===== src/rtl/aux_i2c_bridge.sv =====
module aux_i2c_bridge #(
  parameter int AW = 20,
  parameter int LW = 4,
  parameter int IW = 7
) (
  input  logic          clk,
  input  logic          rst_n,
  input  logic          req_valid,
  output logic          req_ready,
  input  logic [3:0]    req_cmd,
  input  logic [AW-1:0] req_addr,
  input  logic [LW-1:0] req_len,
  input  logic          wr_valid,
  output logic          wr_ready,
  input  logic [7:0]    wr_data,
  output logic          rd_valid,
  output logic [7:0]    rd_data,
  output logic          rsp_done,
  output logic [3:0]    rsp_code,
  output logic          reg_en,
  output logic          reg_we,
  output logic [AW-1:0] reg_addr,
  output logic [7:0]    reg_wdata,
  input  logic [7:0]    reg_rdata,
  input  logic          reg_err,
  output logic          m_go,
  output logic [1:0]    m_op,
  output logic          m_rnw,
  output logic [IW-1:0] m_addr,
  output logic [7:0]    m_wdata,
  input  logic          m_done,
  input  logic          m_nack,
  input  logic [7:0]    m_rdata
);
  localparam logic [3:0] C_IWR = 4'd0, C_IRD = 4'd1, C_MWR = 4'd4, C_MRD = 4'd5;
  localparam logic [3:0] C_NWR = 4'd8, C_NRD = 4'd9;
  localparam logic [3:0] R_OK = 4'd0, R_NNAK = 4'd1, R_INAK = 4'd4;
  localparam logic [1:0] OP_START = 2'd0, OP_SEND = 2'd1, OP_RECV = 2'd2, OP_STOP = 2'd3;

  typedef enum logic [2:0] {S_IDLE, S_NAT, S_PRE, S_START, S_XFER, S_POST, S_DRAIN, S_REPLY} st_t;

  st_t          st;
  logic [3:0]   cmd, code;
  logic [AW-1:0] addr;
  logic [LW:0]  cnt;
  logic         open, last_rd;
  logic [IW-1:0] last_addr;

  wire is_wr     = ~cmd[0];
  wire is_mot    = cmd[2];
  wire last_byte = (cnt == 1);
  wire new_tgt   = (req_addr[IW-1:0] != last_addr);

  assign req_ready = (st == S_IDLE);
  assign rsp_done  = (st == S_REPLY);
  assign rsp_code  = code;

  assign reg_en    = (st == S_NAT) && (!is_wr || wr_valid);
  assign reg_we    = is_wr;
  assign reg_addr  = addr;
  assign reg_wdata = wr_data;

  assign m_go    = (st == S_PRE) || (st == S_START) || (st == S_POST) ||
                   ((st == S_XFER) && (!is_wr || wr_valid));
  assign m_rnw   = cmd[0];
  assign m_addr  = addr[IW-1:0];
  assign m_wdata = wr_data;

  always_comb begin
    case (st)
      S_START: m_op = OP_START;
      S_XFER:  m_op = is_wr ? OP_SEND : OP_RECV;
      default: m_op = OP_STOP;
    endcase
  end

  assign wr_ready = is_wr && ((st == S_NAT) || (st == S_DRAIN) || ((st == S_XFER) && m_done));
  assign rd_valid = !is_wr && (((st == S_NAT) && !reg_err) ||
                               ((st == S_XFER) && m_done && !m_nack));
  assign rd_data  = (st == S_NAT) ? reg_rdata : m_rdata;

  always_ff @(posedge clk) begin
    if (!rst_n) begin
      st        <= S_IDLE;
      cmd       <= '0;
      code      <= '0;
      addr      <= '0;
      cnt       <= '0;
      open      <= 1'b0;
      last_rd   <= 1'b0;
      last_addr <= '0;
    end else begin
      case (st)
        S_IDLE: if (req_valid) begin
          cmd  <= req_cmd;
          addr <= req_addr;
          cnt  <= {1'b0, req_len} + 1'b1;
          code <= R_OK;
          case (req_cmd)
            C_NWR, C_NRD: st <= S_NAT;
            C_IWR, C_IRD: st <= open ? S_PRE : S_START;
            C_MWR: st <= !open ? S_START : ((new_tgt || last_rd) ? S_PRE : S_XFER);
            C_MRD: st <= !open ? S_START : (new_tgt ? S_PRE : S_XFER);
            default: begin
              code <= R_NNAK;
              st   <= S_REPLY;
            end
          endcase
        end
        S_NAT: if (reg_en) begin
          cnt <= cnt - 1'b1;
          if (reg_err) begin
            code <= R_NNAK;
            st   <= (is_wr && !last_byte) ? S_DRAIN : S_REPLY;
          end else begin
            addr <= addr + 1'b1;
            if (last_byte) st <= S_REPLY;
          end
        end
        S_PRE: if (m_done) begin
          open <= 1'b0;
          st   <= S_START;
        end
        S_START: if (m_done) begin
          if (m_nack) begin
            code <= R_INAK;
            open <= 1'b0;
            st   <= is_wr ? S_DRAIN : S_REPLY;
          end else begin
            open <= 1'b1;
            st   <= S_XFER;
          end
        end
        S_XFER: if (m_done) begin
          cnt <= cnt - 1'b1;
          if (is_mot) begin
            last_addr <= addr[IW-1:0];
            last_rd   <= cmd[0];
          end
          if (m_nack) begin
            code <= R_INAK;
            st   <= S_POST;
          end else if (last_byte) begin
            st <= is_mot ? S_REPLY : S_POST;
          end
        end
        S_POST: if (m_done) begin
          open <= 1'b0;
          st   <= (is_wr && cnt != 0) ? S_DRAIN : S_REPLY;
        end
        S_DRAIN: if (wr_valid) begin
          cnt <= cnt - 1'b1;
          if (last_byte) st <= S_REPLY;
        end
        default: st <= S_IDLE;
      endcase
    end
  end
endmodule


===== config.mk =====
export PLATFORM = sky130hd
export DESIGN_NAME = aux_i2c_bridge
export DESIGN_NICKNAME = d
export VERILOG_FILES = /design/src/rtl/aux_i2c_bridge.sv
export SDC_FILE = /design/constraint.sdc
export NUM_CORES = 1
export LEC_CHECK = 0
export ABC_AREA = 1
export BUFFER_PORTS_ARGS = -buffer_cell sky130_fd_sc_hd__buf_4
export CELL_PAD_IN_SITES_DETAIL_PLACEMENT = 2
export CELL_PAD_IN_SITES_GLOBAL_PLACEMENT = 2
export CORE_MARGIN = 4
export CORE_UTILIZATION = 22
export DETAILED_ROUTE_END_ITERATION = 12
export PLACE_DENSITY = 0.8
export RECOVER_POWER = 50
export SLEW_MARGIN = 20
export SYNTH_ARGS = -nofsm -noshare
export SYNTH_HDL_FRONTEND = slang
export SYNTH_SLANG_ARGS = --single-unit
export TNS_END_PERCENT = 50

===== constraint.sdc =====
create_clock -name clk -period 1.6 [get_ports clk]
set_clock_uncertainty 0.15 [all_clocks]
set_input_delay 0.08 -clock clk [delete_from_list [all_inputs] [get_ports clk]]
set_output_delay 0.08 -clock clk [all_outputs]
set_load 0.02 [all_outputs]

==> results of run 1 <==
## cell families (layout without fill, tap and decap cells)
| family | count (synthesis) | in the layout | share of synthesized area, % |
|---|---|---|---|
| xor gates and xnor gates | 8 | 8 | 2.29 |
| other | 1 | 2 | 0.122 |
| and+or+nand+nor | 222 | 222 | 30.9 |
| AOI/OAI and AO/OA | 114 | 114 | 21.5 |
| buffers and inverters | 100 | 270 | 16.3 |
| adders and majority gates | 5 | 5 | 2.04 |
| DFF | 41 | 41 | 26.8 |
## where the power goes
group	leakage, nW	total [W]	internal (W)	switching, W
sequential	0.347	0.00178	0.00143	0.000347
combinational	2.03	0.00702	0.00290	0.00412
clock	0.0785	0.00121	0.000734	0.000481
total	2.45	0.0100	0.00506	0.00494
## synth_stat cells, types with 3 or more instances
cell	n
nand2_2	3
nand2_1	122
nand4_1	4
a31oi_1	6
nor3_1	9
ha_1	5
a21oi_1	43
buf_4	29
nand3_1	29
clkbuf_1	8
inv_1	58
o21ai_0	42
o21a_1	6
dfxtp_1	41
nor2_1	45
xor2_1	6
## metrics by stage
step	power (W)	utilization, %	area (um^2)
floorplan	0.00458	-	3150
global placement	0.00667	32.8	4420
detailed placement	0.00699	32.8	4420
CTS	0.00890	37.0	4980
global route	0.0105	40.3	5430
finish	0.0100	40.3	5430
## registers in the layout (all words and copies together) (netlist names)
name       count
reg_addr      20
last_addr      7
cnt            5
st             3
cmd            2
rsp_code       2
last_rd        1
open           1
## layout make-up
class / instances / area, um^2
sequential: 41 / 871
inverter: 60 / 248
fill: 1557 / 8030
clock buffer: 6 / 129
tap: 176 / 220
timing repair buffer: 202 / 1680
multi-input combinational: 351 / 2250
clock inverter: 2 / 33.8
## how the worst max path moves through the flow
stage                              to  cells after the start       start  slack (ns)
after floorplan           reg_addr[0]                      8       st[2]       -0.03
after global placement    rsp_code[0]                      8       st[1]       -0.27
after detailed placement  rsp_code[2]                      8       st[1]       -0.35
after CTS                    wr_ready                      9       st[0]       -0.28
after global routing            st[1]                     10  req_cmd[2]       -0.45
final                     reg_addr[9]                      9       st[1]       -0.38
## repair_timing
action | 4_1_cts | 5_1_grt
endpoints found under the hold margin | 8 | 1
pin swaps | 18 | 43
endpoints found under the setup margin | 53 | 57
buffers inserted | 12 | 10
hold buffers | 7 | 2
gates cloned | 0 | 1
resized for setup | 94 | 114
## routing by layer
metal / wire (um) / vias up
met3: 855 / 34
met4: 514 / 0
met2: 9930 / 132
met5: 0 / -
li1: - / 1909
met1: 7650 / 2131
==> impl_metrics.toml, run 1 <==
[critical_path]
rrSetupSlack_ns = -0.38
slowest_delay_ns = 0.38
critPathRequiredTime_ns = 1.65
crit_path_max_fanout = 8
cp_cell_sequence = "nor3_4, buf_6, buf_6, nand2_4, a21oi_4, buf_6, o21a_1, o21ai_1, a21oi_1"
reg2regPathDepth = 9
end_kind = "flip-flop"
criticalPathCategory = "reg2reg"
r2r-end = "reg_addr[9]"
slowest_stage = "dfxtp_4"
crit_buf_inv = 3
r2r_start = "st[1]"
crit_arrival_ns = 2.04
startpoint_type = "flip-flop"
cpLargestDelayFamily = "compound AO/OA/AOI/OAI gates"
crit_path_frequent_cell = "buf_6"

[drt]
wl_per_cell_um = 22.6
detail_route.first_pass.iterations = 4
vias = 4206
final_antenna_net_count = 0
drtIter0Drc = 196
via_per_inst = 5.02
drc = 0
finalWirelength_um = 18900

[synth]
syn_inst = 491
syn_avg_cell_area_um2 = 6.24
synth_top_area_share_pct = 26.8
synth_edf_count = 0
yosys.area.top_type = "dfxtp_1"
yosys-top-cells-area = "dfxtp_1, nand2_1, buf_4"
synth-async-reset-ratio_pct = 0
syn_area_mm2 = 0.00307
synth_cell_types = 39
ys_ff_latch = 41
yosysSeqAreaShare_pct = 26.8
yosys_warnings = 0
ys.flop_type = "dfxtp_1"

[timing]
fin_tns_setup_ns = -12.22
rsz0062_at_grt = "yes"
finalSetupViolCount = 56
setup_slack_ns = -0.382
whs_ns = 0.0100
min_period_over_period_pct = 124
fin_crit_ns = 1.98
slew_viol_final = 0
hold_violations = 0
max_freq_mhz = 505

[floorplan]
die_h_um = 126
die_area_mm2 = 0.0159
num_rows = 42
core_mm2 = 0.0135
dieWidth_um = 126
start_util_pct = 22.8
ioPinCount = 124

[placement]
numPlacedInstances = 800
port_buffers = 97
place_hpwl_um = 11600
gp_congestion = 0.854
place_ws_ns = -0.354

[cts]
cts_tree = "done"
cts.clk_slew.worst_paths_ns = 0.07
cts_buffers = 5
cts-root-buf = "clkbuf_16"
insertion_delay_ns = 0.30
h-tree-depth = 2
cts.path.max_buffers = 2
clock-sinks = 41

[cells_and_area]
final_cells = 838
final_common_cell = "buf_4"
final_cell_mix = "buf_4, nand2_1, inv_1"
drive_gt1_share_pct = 50.5
diodes = 0
area_growth_pct = 77.0
layout.nets = 725

[power]
p_leak_nw = 2.45
vdd_drop_max_v = 0.000527
power.density_mw_per_mm2 = 1840

[outcome]
violations = "setup timing"
status = "finished, violations left"

[grt]
gr-max-usage-layer = "met2"
grt_max_degree = 26
grt_pass1_vias = 4699
gr-usage-met3_pct = 3.47
grt.overflow.total = 0
grt.total_usage_pct = 20.7
antenna_found_initial = 0
grt_pass1_wl_um = 26300
use_met1_pct = 23.7
met2_usage_pct = 38.2

[worst_hold_path]
hp-class = "in2out"
worstHoldPathCells = 0
hold_path.startpoint = "wr_data[5]"
worstHoldEndpoint = "reg_wdata[5]"

[flow_run]
maxCapViolations = 0
(Power assumes the default switching activity.)
==> run 2, diff against run 1 <==
PLACE_DENSITY = default   (was 0.8)
PLACE_DENSITY_LB_ADDON = 0.1   (was default)
clock period = 1.7 ns   (was 1.6 ns; I/O delays follow)
==> impl_metrics.toml, run 2 (same netlist as run 1, synthesis figures left out) <==
[outcome]
status = "finished, violations left"
violations = "setup timing"

[drt]
drc = 0
wl_per_cell_um = 17.0
detail_route.first_pass.iterations = 4
via_per_inst = 4.65
top_layer = "met4"
wl_met3_um = 518
drtIter0Drc = 133
finalWirelength_um = 14000
vias = 3820
wl_met2_um = 7060
final_antenna_net_count = 0
met1Wirelength_um = 6140

[timing]
slew_viol_final = 0
finalSetupViolCount = 39
fin_tns_setup_ns = -4.24
setup_slack_ns = -0.184
fin_crit_ns = 1.88
min_period_over_period_pct = 111
max_freq_mhz = 531
hold_violations = 0
rsz0062_at_grt = "yes"

[cts]
cts.path.max_buffers = 2
h-tree-depth = 2
insertion_delay_ns = 0.30
cts_buffers = 5
clock-sinks = 41
cts-root-buf = "clkbuf_16"
cts_tree = "done"
cts.clk_slew.worst_paths_ns = 0.07

[critical_path]
startpoint_type = "flip-flop"
crit_buf_inv = 3
cp_cell_sequence = "inv_4, nor3_4, buf_6, buf_12, nand3_4, nor2_4, nand2_2, o31ai_2, nand2_1, a21oi_2"
criticalPathCategory = "reg2reg"
crit_arrival_ns = 1.96
end_kind = "flip-flop"
cpLargestDelayFamily = "simple AND/OR/NAND/NOR gates"
slowest_stage = "dfxtp_4"
crit_path_max_fanout = 4
critPathRequiredTime_ns = 1.78
slowest_delay_ns = 0.40

[floorplan]
start_util_pct = 22.8
dieWidth_um = 126
die_h_um = 126
ioPinCount = 124
num_rows = 42
die_area_mm2 = 0.0159
core_mm2 = 0.0135

[grt]
grt_pass1_wl_um = 22100
antenna_found_initial = 0
grt_pass1_vias = 4251
grt_max_degree = 23
grt.total_usage_pct = 17.1
grt.overflow.total = 0

[placement]
gp_congestion = 0.844
port_buffers = 97
place_hpwl_um = 10500
placed_area_mm2 = 0.00431

[cells_and_area]
area_growth_pct = 65.2
fin_area_mm2 = 0.00506
final_common_cell = "buf_4"
diodes = 0
drive_gt1_share_pct = 42.3
largest_register_ffs = 20
final_cell_mix = "buf_4, nand2_1, inv_1"
layout.nets = 708

[power]
p_leak_nw = 2.30
fin_total_pwr_w = 0.00847
power.density_mw_per_mm2 = 1670
vdd_drop_max_v = 0.000484

[flow_run]
maxCapViolations = 0

[worst_hold_path]
hp-class = "in2out"
## run 2: changes by cell type in the layout (fill, tap and decap cells not counted), sizes merged
cell / delta
clkinv: -1
dlygate4sd3: -2
buf: -19
nor2: +1
clkbuf: +4
## run 2: worst paths after layout
kind / start / end / slack (ns) / cells after the start
min reg2reg: last_addr[1] / last_addr[1] / 0.33 / 2
max reg2reg: st[0] / reg_addr[12] / -0.18 / 10
min: wr_data[0] / m_wdata[0] / 0.02 / 0
max: st[0] / reg_addr[12] / -0.18 / 10
## run 2: layout make-up
cell class / instances / area (um^2)
Timing Repair Buffer: 184 / 1530
Multi-Input combinational cell: 352 / 2060
Fill cell: 1603 / 8390
Clock buffer: 7 / 143
Sequential cell: 41 / 843
Inverter: 60 / 238
Clock inverter: 1 / 30.0
Tap cell: 176 / 220
## run 2: worst reg2reg max path, delay by kind of cell, from the launching register on
family | cells | cell delay, ns
AND/OR/NAND/NOR | 5 | 0.60
AO/OA/AOI/OAI | 2 | 0.33
flip-flops | 1 | 0.40
buffers and inverters | 3 | 0.35
## run 2: what timing repair did
item	in CTS	in global routing
resized for setup	67	72
hold endpoints to repair	7	0
hold buffers	7	0
endpoints found under the setup margin	45	53
pin swaps	16	20
buffers inserted	7	3
cloned	2	1
## run 2: where the power goes
part           total, W  leakage (nW)  switching [W]  internal (W)
sequential      0.00160         0.342       0.000287       0.00131
clock           0.00118        0.0841       0.000444      0.000736
combinational   0.00569          1.87        0.00315       0.00254
## run 2: layer usage
| layer | global-route usage (%) | vias to the layer above |
|---|---|---|
| li1 | - | 1881 |
| met1 | 21.4 | 1847 |
| met2 | 30.2 | 76 |
| met3 | 3.22 | 16 |
| met4 | 4.29 | 0 |
| met5 | 0 | - |
## run 2: through the flow
step | util [%] | instances | hold slack, ns | setup slack [ns]
floorplan | - | 492 | 0.0658 | -0.0313
global placement | 32.0 | 793 | 0.0203 | -0.0551
detailed placement | 32.0 | 793 | 0.0203 | -0.173
CTS | 36.0 | 817 | 0.0157 | -0.162
global route | 37.6 | 821 | 0.0200 | -0.283
finish | 37.6 | 821 | 0.0200 | -0.184
==> run 3, diff against run 2 <==
RECOVER_POWER = 25   (was 50)
==> impl_metrics.toml, run 3 (same netlist as run 1, synthesis figures left out) <==
[outcome]
status = "finished, violations left"
violations = "setup timing"

[power]
fin_total_pwr_w = 0.00856
power.density_mw_per_mm2 = 1680
p_leak_nw = 2.34
vdd_drop_max_v = 0.000485

[cts]
insertion_delay_ns = 0.30
cts_buffers = 5
clock-sinks = 41
cts-root-buf = "clkbuf_16"
cts.clk_slew.worst_paths_ns = 0.07
cts_tree = "done"
h-tree-depth = 2
cts.path.max_buffers = 2

[floorplan]
num_rows = 42
ioPinCount = 124
die_h_um = 126
core_mm2 = 0.0135
dieWidth_um = 126
start_util_pct = 22.8
die_area_mm2 = 0.0159

[cells_and_area]
final_common_cell = "buf_4"
final_cells = 821
diodes = 0
final_cell_mix = "buf_4, nand2_1, inv_1"
multi_input_area_mm2 = 0.00206
area_growth_pct = 66.6
layout.nets = 708
largest_register_ffs = 20
drive_gt1_share_pct = 44.2
nFillCells = 1602
seqCellArea_um2 = 845

[critical_path]
cp_cell_sequence = "inv_4, nor3_4, buf_6, buf_12, nand3_4, nor2_4, nand2_2, o31ai_2, nand2_1, a21oi_2"
criticalPathCategory = "reg2reg"
slowest_delay_ns = 0.40
rrSetupSlack_ns = -0.20
r2r-end = "reg_addr[12]"
startpoint_type = "flip-flop"
critPathRequiredTime_ns = 1.78
r2r_start = "st[0]"
end_kind = "flip-flop"
crit_arrival_ns = 1.98
reg2regPathDepth = 10
slowest_stage = "dfxtp_4"
cpLargestDelayFamily = "simple AND/OR/NAND/NOR gates"
crit_buf_inv = 3
crit_path_max_fanout = 4

[timing]
hold_violations = 0
rsz0062_at_grt = "yes"
slew_viol_final = 0
setup_slack_ns = -0.199
min_period_over_period_pct = 112
fin_crit_ns = 1.90
finalSetupViolCount = 39
max_freq_mhz = 526
whs_ns = 0.0190

[grt]
grt_max_degree = 23
grt.total_usage_pct = 17.1
antenna_found_initial = 0
grt_pass1_vias = 4251
grt.overflow.total = 0
grt_pass1_wl_um = 22100

[worst_hold_path]
worstHoldEndpoint = "open"
hp-class = "in2reg"
hold_path.startpoint = "m_nack"
worstHoldPathCells = 4

[placement]
place_hpwl_um = 10500
port_buffers = 97
gp_congestion = 0.844
numPlacedInstances = 793

[drt]
finalWirelength_um = 14000
drc = 0
drtIter0Drc = 110
detail_route.first_pass.iterations = 4
final_antenna_net_count = 0
vias = 3825
via_per_inst = 4.66
wl_per_cell_um = 17.0

[flow_run]
maxCapViolations = 0
## run 3: what timing repair did
item,4_1_cts,5_1_grt
hold buffers,7,0
gates resized for setup,67,72
setup endpoints to repair,45,53
cloned,2,1
hold endpoints to repair,7,0
pin swaps,16,20
setup buffers,7,3
## run 3: metrics by stage
stage                     cell area, um^2  setup slack [ns]  setup TNS [ns]  util, %
final                                5110            -0.199           -4.28     38.0
after global routing                 5110            -0.283           -8.18     38.0
after CTS                            4840            -0.162           -3.65     36.0
after detailed placement             4310            -0.173           -2.20     32.0
after global placement               4310           -0.0551          -0.330     32.0
after floorplan                      3100           -0.0313         -0.0313        -
## run 3: how the worst max path moves through the flow
stage                 start      endpoint  slack [ns]  cells after the start
6_report              st[0]  reg_addr[12]       -0.20                     10
5_1_grt               st[0]  reg_addr[15]       -0.28                      9
4_1_cts               st[0]      rd_valid       -0.16                      7
3_5_place_dp          st[0]  reg_addr[12]       -0.17                      9
3_3_place_gp          st[0]  reg_addr[15]       -0.06                      9
2_1_floorplan  reg_addr[13]  reg_addr[18]       -0.03                      6
## run 3: layout make-up
cell class	count	share of cell area, %
Multi-Input combinational cell	352	40.4
Timing Repair Buffer	184	30.8
Sequential cell	41	16.5
Inverter	60	4.66
Tap cell	176	4.31
Clock buffer	7	2.79
Clock inverter	1	0.588
## run 3: layer usage
metal | up-vias | share of wire [%] | GRT usage [%]
met4 | 0 | 1.7 | 4.29
met3 | 16 | 4.0 | 3.22
li1 | 1880 | - | -
met1 | 1849 | 44 | 21.4
met5 | - | 0 | 0
met2 | 80 | 51 | 30.2
## run 3: power breakdown
group / internal (W) / leakage (nW) / switching, W
logic: 0.00263 / 1.91 / 0.00315
registers: 0.00131 / 0.342 / 0.000288
clock network: 0.000736 / 0.0841 / 0.000442
total: 0.00468 / 2.34 / 0.00388
## run 3: worst register-to-register path, stage by stage (launching register included)
cell,delay [ns]
dfxtp_4,0.40
inv_4,0.05
nor3_4,0.24
buf_6,0.18
buf_12,0.12
nand3_4,0.08
nor2_4,0.10
nand2_2,0.09
o31ai_2,0.21
nand2_1,0.09
a21oi_2,0.13
